$ cat src/rtl/pwm_sync_pkg.sv
package pwm_sync_pkg;

  // register addresses on the write bus
  localparam int ADDR_PRD  = 0;
  localparam int ADDR_CMP  = 1;
  localparam int ADDR_PHS  = 2;
  localparam int ADDR_MODE = 3;

  // mode register layout
  localparam int MODE_W        = 3;
  localparam int MODE_PHEN     = 0;
  localparam int MODE_PHDOWN   = 1;
  localparam int MODE_SYNCPASS = 2;

  // strobes from control to datapath
  typedef struct packed {
    logic phaseLoad;
    logic phaseDown;
  } tbStrobe_t;

endpackage

$ cat src/rtl/pwm_sync_ctrl.sv
module pwm_sync_ctrl
  import pwm_sync_pkg::*;
#(
  parameter int CW = 16,
  parameter int AW = 2
) (
  input  logic          clk,
  input  logic          rst,
  input  logic          wrEn,
  input  logic [AW-1:0] wrAddr,
  input  logic [CW-1:0] wrData,
  input  logic          syncIn,
  input  logic          ctrAtZero,
  output logic [CW-1:0] prdShadow,
  output logic [CW-1:0] cmpShadow,
  output logic [CW-1:0] phaseVal,
  output tbStrobe_t     strb,
  output logic          syncOut
);

  logic [MODE_W-1:0] modeQ;
  logic              syncInQ;

  always_ff @(posedge clk) begin
    if (rst) begin
      prdShadow <= '0;
      cmpShadow <= '0;
      phaseVal  <= '0;
      modeQ     <= '0;
      syncInQ   <= 1'b0;
    end else begin
      syncInQ <= syncIn;
      if (wrEn) begin
        case (wrAddr)
          AW'(ADDR_PRD):  prdShadow <= wrData;
          AW'(ADDR_CMP):  cmpShadow <= wrData;
          AW'(ADDR_PHS):  phaseVal  <= wrData;
          AW'(ADDR_MODE): modeQ     <= wrData[MODE_W-1:0];
          default: ;
        endcase
      end
    end
  end

  always_comb begin
    strb.phaseLoad = modeQ[MODE_PHEN] & syncInQ;
    strb.phaseDown = modeQ[MODE_PHDOWN];
  end

  assign syncOut = modeQ[MODE_SYNCPASS] ? syncInQ : ctrAtZero;


  sync_lat_chk: assert property (@(posedge clk) disable iff (rst)
    (syncIn && modeQ[MODE_PHEN] && !wrEn) |=> strb.phaseLoad);

endmodule

$ cat src/rtl/pwm_sync_dp.sv
module pwm_sync_dp
  import pwm_sync_pkg::*;
#(
  parameter int CW = 16
) (
  input  logic          clk,
  input  logic          rst,
  input  logic [CW-1:0] prdShadow,
  input  logic [CW-1:0] cmpShadow,
  input  logic [CW-1:0] phaseVal,
  input  tbStrobe_t     strb,
  output logic [CW-1:0] ctr,
  output logic          ctrAtZero,
  output logic          pwmOut
);

  logic [CW-1:0] cnt, cntNxt, prdAct, cmpAct;
  logic          dirUp, dirUpNxt, pwmQ;
  logic          atZero, atPeak, headingUp, cmpHit;

  assign atZero    = (cnt == '0);
  assign atPeak    = (cnt == prdAct);
  assign headingUp = (prdAct == '0) | (dirUp ? (cnt < prdAct) : atZero);
  assign cmpHit    = (cnt == cmpAct);

  always_comb begin
    cntNxt   = cnt;
    dirUpNxt = dirUp;
    if (strb.phaseLoad) begin
      cntNxt   = phaseVal;
      dirUpNxt = ~strb.phaseDown;
    end else if (prdAct == '0) begin
      cntNxt   = '0;
      dirUpNxt = 1'b1;
    end else if (dirUp) begin
      if (cnt >= prdAct) begin
        dirUpNxt = 1'b0;
        cntNxt   = cnt - CW'(1);
      end else begin
        cntNxt = cnt + CW'(1);
      end
    end else begin
      if (atZero) begin
        dirUpNxt = 1'b1;
        cntNxt   = cnt + CW'(1);
      end else begin
        cntNxt = cnt - CW'(1);
      end
    end
  end

  always_ff @(posedge clk) begin
    if (rst) begin
      cnt    <= '0;
      dirUp  <= 1'b1;
      prdAct <= '0;
      cmpAct <= '0;
      pwmQ   <= 1'b0;
    end else begin
      cnt   <= cntNxt;
      dirUp <= dirUpNxt;
      if (atZero) prdAct <= prdShadow;
      if (atZero || atPeak) cmpAct <= cmpShadow;
      if (cmpHit) pwmQ <= ~headingUp;
    end
  end

  assign ctr       = cnt;
  assign ctrAtZero = atZero;
  assign pwmOut    = pwmQ;


  ctr_step_chk: assert property (@(posedge clk) disable iff (rst)
    (!strb.phaseLoad && prdAct != '0) |=>
      ((cnt == ($past(cnt) + CW'(1))) || (cnt == ($past(cnt) - CW'(1)))));


  prd_load_chk: assert property (@(posedge clk) disable iff (rst)
    !$stable(prdAct) |-> ($past(cnt) == '0));


  cmp_load_chk: assert property (@(posedge clk) disable iff (rst)
    !$stable(cmpAct) |-> (($past(cnt) == '0) || ($past(cnt) == $past(prdAct))));


  pwm_hold_chk: assert property (@(posedge clk) disable iff (rst)
    (cnt != cmpAct) |=> $stable(pwmOut));


  zero_duty_chk: assert property (@(posedge clk) disable iff (rst)
    (cmpAct == '0 && !pwmQ) |=> !pwmQ);

endmodule

$ cat src/rtl/pwm_sync_chan.sv
module pwm_sync_chan
  import pwm_sync_pkg::*;
#(
  parameter int CW = 16,
  parameter int AW = 2
) (
  input  logic          clk,
  input  logic          rst,
  input  logic          wrEn,
  input  logic [AW-1:0] wrAddr,
  input  logic [CW-1:0] wrData,
  input  logic          syncIn,
  output logic          syncOut,
  output logic          pwmOut,
  output logic [CW-1:0] ctrOut
);

  logic [CW-1:0] prdShadow, cmpShadow, phaseVal;
  logic          ctrAtZero;
  tbStrobe_t     strb;

  pwm_sync_ctrl #(.CW(CW), .AW(AW)) ctrl_i (
    .clk       (clk),
    .rst       (rst),
    .wrEn      (wrEn),
    .wrAddr    (wrAddr),
    .wrData    (wrData),
    .syncIn    (syncIn),
    .ctrAtZero (ctrAtZero),
    .prdShadow (prdShadow),
    .cmpShadow (cmpShadow),
    .phaseVal  (phaseVal),
    .strb      (strb),
    .syncOut   (syncOut)
  );

  pwm_sync_dp #(.CW(CW)) dp_i (
    .clk       (clk),
    .rst       (rst),
    .prdShadow (prdShadow),
    .cmpShadow (cmpShadow),
    .phaseVal  (phaseVal),
    .strb      (strb),
    .ctr       (ctrOut),
    .ctrAtZero (ctrAtZero),
    .pwmOut    (pwmOut)
  );

endmodule

$ cat config.mk
export PLATFORM = sky130hd
export DESIGN_NAME = pwm_sync_chan
export DESIGN_NICKNAME = d
export VERILOG_FILES = /design/src/rtl/pwm_sync_pkg.sv /design/src/rtl/pwm_sync_ctrl.sv /design/src/rtl/pwm_sync_dp.sv /design/src/rtl/pwm_sync_chan.sv
export SDC_FILE = /design/constraint.sdc
export NUM_CORES = 1
export LEC_CHECK = 0
export BUFFER_PORTS_ARGS = -buffer_cell sky130_fd_sc_hd__buf_2
export CAP_MARGIN = 15
export CELL_PAD_IN_SITES_DETAIL_PLACEMENT = 1
export CELL_PAD_IN_SITES_GLOBAL_PLACEMENT = 1
export CORE_ASPECT_RATIO = 0.75
export CORE_MARGIN = 10
export CORE_UTILIZATION = 48
export DETAILED_ROUTE_END_ITERATION = 10
export GPL_ROUTABILITY_DRIVEN = 0
export HOLD_SLACK_MARGIN = 0.06
export PLACE_DENSITY_LB_ADDON = 0.2
export SLEW_MARGIN = 20
export SYNTH_ARGS = -nofsm -noshare
export SYNTH_HDL_FRONTEND = slang
export SYNTH_SLANG_ARGS = --single-unit
$ cat constraint.sdc
create_clock -name clk -period 8 [get_ports clk]
set_input_delay 0.4 -clock clk [delete_from_list [all_inputs] [get_ports clk]]
set_output_delay 0.4 -clock clk [all_outputs]
set_load 0.05 [all_outputs]
### Yosys cells after proc, flatten, opt, wreduce, memory -nomap -nowiden

Index checks and enable logic that the tools add are counted.
Widths: inputs -> output; s select.

* bitwise logic cells: 4
* equal/unequal tests: 5
* $add $sub $neg: 2
* reductions and logical operators: 8
* order comparisons: 2
* multiplexer cells: 12

Operators with widths (count)
* $mux 16: 5
* $eq 16x16->1: 2
* $logic_not 16->1: 2
* $add 16x1->16 const B: 1
* $ge 16x16->1: 1
* $lt 16x16->1: 1
* $sub 16x1->16 const B: 1
* $reduce_and 2->1: 4
* $mux 1: 7
* $eq 2x2->1 const B: 2
* $eq 2x1->1 const B: 1
* $logic_not 2->1: 1
* $not 1->1: 2
* $and 1x1->1: 1
* $logic_or 1x1->1: 1
* $or 1x1->1: 1

* input port bits: 22
* flip-flop bits (word level): 102
* word-level logic and storage cells: 43

### Longest topological paths before layout

Gate-level depths: netlist of run 1.

* depth after elaboration: 5
* depth in mapped cells: 12
* mapped depth without buffers: 9

### Hierarchy

From an unflattened synthesis of run 1, not the netlist that was laid out.

* cells, all modules: 604
* area, all modules: 5255.0 µm²

Modules (own cells, without submodules)
* pwm_sync_dp: area each 3149.3 µm², cells each 413, instances 1
* pwm_sync_ctrl: area each 2105.8 µm², cells each 191, instances 1

### Worst setup path after synthesis of run 1

OpenSTA, ideal clock, no wires.

* path type: register -> output
* start: reg dp_i.cnt[0] (netlist: dp_i.ctr[0])
* end: out syncOut
* setup slack: 4040 ps
* cell stages (with the launch flop): 11
* required time: 7600 ps
* arrival time: 3560 ps
* cell sequence: dfxtp_1 -> clkbuf_1 -> inv_1 -> ha_1 -> nor3b_1 -> and2_1 -> nand2_2 -> or4_4 -> buf_6 -> clkbuf_1 -> o21ai_0

* word-level cells in the longest chain between the ends: 2

Ends and longest elaborated chain
* start, declared: line pwm_sync_dp.sv:17 `logic [CW-1:0] cnt, cntNxt, prdAct, cmpAct;`
* start signal, assigned: line pwm_sync_dp.sv:60 `cnt <= cntNxt;`
* $logic_not 16->1: line pwm_sync_dp.sv:21 `assign atZero = (cnt == '0);`
* $mux 1: line pwm_sync_ctrl.sv:50 `assign syncOut = modeQ[MODE_SYNCPASS] ? syncInQ : ctrAtZero;`
* end, declared: line pwm_sync_chan.sv:13 `output logic syncOut,`

No other way between the ends.

### Worst setup path after layout of run 1

Ends and elaborated chain as after synthesis.

==> impl_metrics.toml, run 1 <==
[clocking]
cts_sinks = 102
cts_hold_repair.buffers = 0
cts_resized = 0
cts_tree = "done"
clock-root-buffer = "clkbuf_16"
postCtsSetupBuffers = 0
clk_latency_ns = 0.35
h-tree-depth = 3
clk_pin_slew_ns = 0.08
clock_path_buffers = 2
cts_made_buffers = 9

[timing]
fin_setup_tns_ns = 0
period_needed_ns = 3.63
min_period_over_period_pct = 45.4
timing.fmax_mhz = 275
rsz0062_at_grt = "false"
hold_violations = 0
setup_viol = 0
fin_ws_ns = 4.37
finClkSkew_ns = 0.00956
tightest_slew_ns = 1.00
timing.hold.ws_ns = 0.269
timing.slew.headroom_pct = 32.5
final-max-slew-violation-count = 0

[synth]
synthArstFlopShare_pct = 0
synth_cells = 629
synth_xor_area_share_pct = 4.77
synth-edff-count = 0
muxShareOfSynthArea_pct = 1.21
yosysSeqAreaShare_pct = 41.2
synth_compound_area_share_pct = 18.6
synth_ff_type = "dfxtp_1"
synth_top_family_by_area = "simple AND/OR/NAND/NOR gates"
ys_ff_latch = 102
syn_nets = 669
avgSynthCellArea_um2 = 7.88
ys_warn_count = 0
synth.distinct_cells = 52
netlist_area_mm2 = 0.00496
synth_adder_area_share_pct = 4.54
yosys.area_share.simple_pct = 24.5

[finish]
finish.utilization_pct = 54.3
layout.nets = 681
stdcell_area_mm2 = 0.00552
antenna-diode-count = 0
area_delta_synth_final_pct = 11.4
drive_gt1_share_pct = 12.7

[min_path]
hold_start = "syncIn"
hold_path_class = "input port to flip-flop"
hold_depth = 2
hold_end = "ctrl_i.syncInQ"

[global_routing]
grt_pass1_vias = 4625
gr-total-overflow = 0
grt.total_usage_pct = 22.6
grt_max_degree = 91
antenna_found_initial = 0
grt_pass1_wl_um = 25700

[drt]
wl_per_cell_um = 21.2
wl_um = 16600
vias_per_cell = 5.90
firstDrtPassIters = 5
vias = 4617
drc = 0
first_iter_violations = 305
postRouteAntennaNets = 0

[power_and_ir_drop]
comb_power_share_pct = 55.4
clkPwrFrac_pct = 18.5
p_leak_nw = 2.14
p_int_mw = 1.31
max-vdd-ir-drop_v = 0.000232
power_density_mw_per_mm2 = 487
sw_frac_of_total_pct = 51.3
power.switching_mw = 1.38
power.share.sequential_pct = 26.1

[worst_setup_path]
crit_required_ns = 7.60
crit_path_max_incr_delay_ns = 0.59
worstPathCellList = "inv_1, ha_1, nor3b_1, and2_1, nand2_2, or4_4, o21ai_0, buf_2"
r2r_end = "dp_i.ctr[10]"
crit-reg2reg-launch = "dp_i.ctr[11]"
ff2ff_path_depth = 8
cp_max_fo = 18
cp.buffers_inverters = 2
critPathLaunchType = "flip-flop"
crit_arrival_ns = 3.23
path_depth = 8
crit_family = "simple AND/OR/NAND/NOR gates"
crit_type = "flip-flop to primary output"
crit_slowest_cell = "or4_4"
regToRegSetupSlack_ns = 4.74
end_kind = "primary output"

[die]
rows = 32
core_mm2 = 0.0102
start_util_pct = 48.7
io_pins = 40
fp.dieArea_mm2 = 0.0148
die_w_um = 137
die_y_um = 108

[placed_design]
port_buffers = 39
hpwl_um = 12000
dpl_worst_slack_ns = 4.84
placement.cell_area_mm2 = 0.00517

[outcome]
outcome = "complete, no violations"

[job]
maxCapViolations = 0
==> cell usage after synthesis (6+ instances only) <==
cell type	instances	share of area (%)
nor4_1	11	1.4
nor3_1	9	0.91
dfxtp_1	102	41
mux2i_1	6	1.2
o21ai_0	9	0.91
o221ai_1	6	1.1
nor2_1	19	1.4
clkbuf_1	36	2.7
xor2_1	22	3.9
inv_1	20	1.5
nand3_1	15	1.5
ha_1	18	4.5
a21oi_1	84	8.5
a21oi_2	10	1.8
a22o_1	9	1.6
a221o_1	6	1.2
nand2_1	179	14
==> layout make-up <==
cell class	count	area, um^2
fill	1241	4650
multi-input combinational	466	2670
sequential	102	2040
clock buffer	10	239
timing repair buffer	42	218
tap	136	170
clock inverter	6	104
inverter	20	75.1
==> per-layer routing <==
layer	vias up	wire length (um)	GRT usage, %	share of wire, %
li1	2179	-	-	-
met1	2255	7650	29.9	46
met2	147	7550	35.8	46
met3	36	1020	5.65	6.2
met4	0	343	6.38	2.1
met5	-	0	0	0
==> metrics by stage <==
stage               power [mW]  cells
finish                    2.69    782
global route              2.85    782
CTS                       2.68    782
detailed placement        2.16    766
global placement          2.11    766
floorplan                 1.79    629
==> worst register-to-register path, delay by kind of cell, from the launching register on <==
kind | cells | cell delay (ns)
AOI/OAI and AO/OA | 6 | 2.03
DFF | 1 | 0.61
adders and majority gates | 1 | 0.34
and+or+nand+nor | 1 | 0.22
==> sequential cells by signal (all words and copies together) (netlist names) <==
name and cells:
dp_i.ctr 16, ctrl_i.syncInQ 1, ctrl_i.prdShadow 16, dp_i.dirUp 1, ctrl_i.cmpShadow 16, ctrl_i.phaseVal 16, dp_i.prdAct 16, dp_i.pwmOut 1
dp_i.cmpAct 16, ctrl_i.modeQ 3
==> worst max path at each step <==
stage	startpoint	end	slack, ns
CTS	dp_i.ctr[0]	syncOut	4.41
global placement	dp_i.ctr[0]	syncOut	5.04
floorplan	dp_i.ctr[0]	syncOut	4.04
detailed placement	dp_i.ctr[0]	syncOut	4.84
global route	dp_i.ctr[0]	syncOut	4.24
finish	dp_i.ctr[0]	syncOut	4.37
==> power by group through the flow <==
stage          clock [mW]  sequential (mW)  combinational [mW]
2_1_floorplan           0            0.722                1.07
4_1_cts             0.506            0.697                1.48
6_report            0.497            0.703                1.49
5_1_grt             0.527            0.711                1.61
3_3_place_gp            0            0.703                1.41
3_5_place_dp            0            0.709                1.45
==> cell usage in the layout (no fill, tap or decap), types with 3 or more instances in the layout <==
master     count
a21oi_1       84
a21oi_2       10
a221o_1        6
a22o_1         9
and3_1         5
and4_1         3
buf_2         39
buf_4          3
clkbuf_16      9
dfxtp_1      102
ha_1          18
inv_1         20
mux2i_1        6
nand2_1      179
nand3_1       15
nand4_1        5
nor2_1        17
nor2b_1        3
nor3_1         8
nor4_1        11
o21ai_0        9
o221ai_1       6
o31ai_1        3
or3_1          3
xnor2_1        5
xor2_1        22
==> kinds of logic (layout without fill, tap and decap cells) <==
logic type | count (synthesis) | after routing
buf+inv | 61 | 78
simple gates | 270 | 270
compound gates | 145 | 145
xor+xnor | 27 | 27
fa+ha+maj | 18 | 18
flops | 102 | 102
mux | 6 | 6
No activity file was read; power rests on OpenSTA's default activity.
==> run 2, diff against run 1 <==
--- a/config.mk
+++ b/config.mk
@@ -5,13 +5,14 @@
 export SDC_FILE = /design/constraint.sdc
 export NUM_CORES = 1
 export LEC_CHECK = 0
+export ABC_AREA = 1
 export BUFFER_PORTS_ARGS = -buffer_cell sky130_fd_sc_hd__buf_2
 export CAP_MARGIN = 15
 export CELL_PAD_IN_SITES_DETAIL_PLACEMENT = 1
 export CELL_PAD_IN_SITES_GLOBAL_PLACEMENT = 1
 export CORE_ASPECT_RATIO = 0.75
 export CORE_MARGIN = 10
-export CORE_UTILIZATION = 48
+export CORE_UTILIZATION = 40
 export DETAILED_ROUTE_END_ITERATION = 10
 export GPL_ROUTABILITY_DRIVEN = 0
 export HOLD_SLACK_MARGIN = 0.06
==> constraint.sdc (replaced) <==
create_clock -name clk -period 2.9 [get_ports clk]
set_input_delay 0.145 -clock clk [delete_from_list [all_inputs] [get_ports clk]]
set_output_delay 0.145 -clock clk [all_outputs]
set_load 0.05 [all_outputs]
==> run 2 against run 1 <==
  * Die area rose by 22%
  * Sequential cell count unchanged
  * Routed wire length increased by 3.4%
  * Sequential share of layout area shrank 2.3 points
  * Core utilization shrank 8.5 points
  * Sequential power increased to 2.6 times the previous value
  * Global-route usage down 3.9 points
  * Highest routed layer unchanged
  * Clock power grew to 2.7 times the previous value
  * First-iteration DRC count decreased by 8.5%
  * Critical path depth grew 1
  * Synthesized cell count up 10%
  * Critical path type unchanged
  * Cell count is 15% higher
==> impl_metrics.toml, run 2 <==
[outcome]
outcome = "complete, no violations"

[placed_design]
port_buffers = 39
placement.cell_area_mm2 = 0.00555
placed_cells = 882
dpl_worst_slack_ns = 0.607
hpwl_um = 13000

[clocking]
clk_latency_ns = 0.35
cts_tree = "done"
cts_made_buffers = 9
clock-root-buffer = "clkbuf_16"
clk_pin_slew_ns = 0.07
cts_sinks = 102
clock_path_buffers = 2
h-tree-depth = 3
cts_resized = 0

[die]
die_y_um = 119
fp.dieArea_mm2 = 0.0181
start_util_pct = 40.6
core_mm2 = 0.0129
die_w_um = 152
rows = 36
io_pins = 40

[synth]
synth_adder_area_share_pct = 4.31
synth_xor_area_share_pct = 6.87
muxShareOfSynthArea_pct = 0
synth_compound_area_share_pct = 16.0
ys_ff_latch = 102
synth_top_family_by_area = "simple AND/OR/NAND/NOR gates"
netlist_area_mm2 = 0.00523
synth.most_common_cell = "nor2_1"
synth_commonest_cells = "nor2_1, dfxtp_1, nand2_1"
synthArstFlopShare_pct = 0
yosys.area.top_type = "dfxtp_1"
syn_nets = 735
synth_top_area_share_pct = 39.1
yosys.area_share.simple_pct = 24.5
synth.distinct_cells = 32
avgSynthCellArea_um2 = 7.52
synth_ff_type = "dfxtp_1"
synth_cells = 695
synth.top_cells.by_area = "dfxtp_1, nor2_1, nand2_1"
yosysSeqAreaShare_pct = 39.1
ys_warn_count = 0
synth-edff-count = 0

[drt]
firstDrtPassIters = 5
drc = 0
postRouteAntennaNets = 0
wl_per_cell_um = 19.1
vias_per_cell = 5.24
vias = 4703
wl_um = 17100
first_iter_violations = 279

[timing]
timing.slew.headroom_pct = 33.0
rsz0062_at_grt = "false"
setup_viol = 0
hold_violations = 0
timing.fmax_mhz = 399
fin_setup_tns_ns = 0
tightest_slew_ns = 1.00
period_needed_ns = 2.51
finClkSkew_ns = 0.00829
min_period_over_period_pct = 86.5
fin_ws_ns = 0.391
final-max-slew-violation-count = 0
timing.hold.ws_ns = 0.0809

[global_routing]
grt_max_degree = 66
grt_pass1_wl_um = 27200
grt.total_usage_pct = 18.7
grt_pass1_vias = 4784
antenna_found_initial = 0
gr-total-overflow = 0

[worst_setup_path]
crit_required_ns = 2.76
critPathLaunchType = "flip-flop"
crit_arrival_ns = 2.36
crit_slowest_cell = "dfxtp_1"
crit_type = "flip-flop to primary output"
cp.buffers_inverters = 4
crit_family = "buffers and inverters"
crit_path_max_incr_delay_ns = 0.36
cp_max_fo = 34
end_kind = "primary output"
worstPathCellList = "inv_1, ha_1, nand3_2, inv_1, nand3_2, nor2_4, inv_2, o21ai_1, buf_2"

[job]
maxCapViolations = 0

[finish]
stdcell_area_mm2 = 0.00589
layout.nets = 763
final_common_cell = "nor2_1"
finalNonFillerCells = 898
area_delta_synth_final_pct = 12.7
mostFrequentLayoutCells = "nor2_1, dfxtp_1, nand2_1, inv_1, o21ai_0"
antenna-diode-count = 0
drive_gt1_share_pct = 16.0

[power_and_ir_drop]
p_leak_nw = 2.55
max-vdd-ir-drop_v = 0.000583
power_density_mw_per_mm2 = 1180

[min_path]
hold_path_class = "input port to flip-flop"
## run 2: changes by cell type in the layout (fill, tap and decap cells not counted), moves of 14 or more
cell	change
a21oi_1	-25
o21ai_0	+53
nand3_1	+22
buf_4	+14
a211oi_2	+14
inv_1	+49
nand2_1	-90
nor2_1	+91
## run 2: logic make-up (layout without fill, tap and decap cells)
family | count (synthesis) | in the layout
compound gates | 144 | 144
xor+xnor | 41 | 41
fa+ha+maj | 18 | 18
buf+inv | 113 | 145
flops | 102 | 102
simple gates | 277 | 277
## run 2: what timing repair did
action | 4_1_cts | 5_1_grt
hold buffers | 1 | 0
endpoints found under the hold margin | 1 | 0
buffers inserted | 0 | 0
## run 2: path summary, 6_finish.rpt
kind / from / to / slack, ns / cells past startpoint
setup / recovery: dp_i.ctr[0] / syncOut / 0.39 / 9
hold / removal: wrData[9] / ctrl_i.phaseVal[9] / 0.08 / 3
setup reg to reg: dp_i.ctr[0] / dp_i.cmpAct[7] / 0.59 / 10
hold reg to reg: ctrl_i.cmpShadow[8] / ctrl_i.cmpShadow[8] / 0.49 / 2
## run 2: per-layer routing
layer  track usage [%]  share of wire [%]
met1              26.3                 48
met2              28.4                 44
met3              4.03                6.6
met4              4.14                1.5
met5                 0                  0
## run 2: final cells by class
| cell class | count | area, um^2 |
|---|---|---|
| clock buffers | 9 | 225 |
| clock inverters | 6 | 100 |
| fillers | 1670 | 6990 |
| inverters | 73 | 274 |
| multi-input cells | 480 | 2700 |
| flip-flops and latches | 102 | 2040 |
| well taps | 171 | 214 |
| repair buffers | 57 | 333 |
## run 2: tightest hold or removal path: stages
cell and delay, ns:
buf_2 0.12, nor2_1 0.05, nor2_1 0.09
## run 2: power by group
group | switching (mW) | internal, mW | total [mW] | leakage (nW)
logic | 2.50 | 1.23 | 3.73 | 1.56
clock network | 0.581 | 0.771 | 1.35 | 0.160
registers | 0.192 | 1.65 | 1.84 | 0.835
## run 2: stage by stage
stage	power, mW	util [%]
floorplan	4.73	-
global placement	5.45	43.1
detailed placement	5.60	43.1
CTS	6.96	45.7
global route	7.48	45.7
finish	6.93	45.7
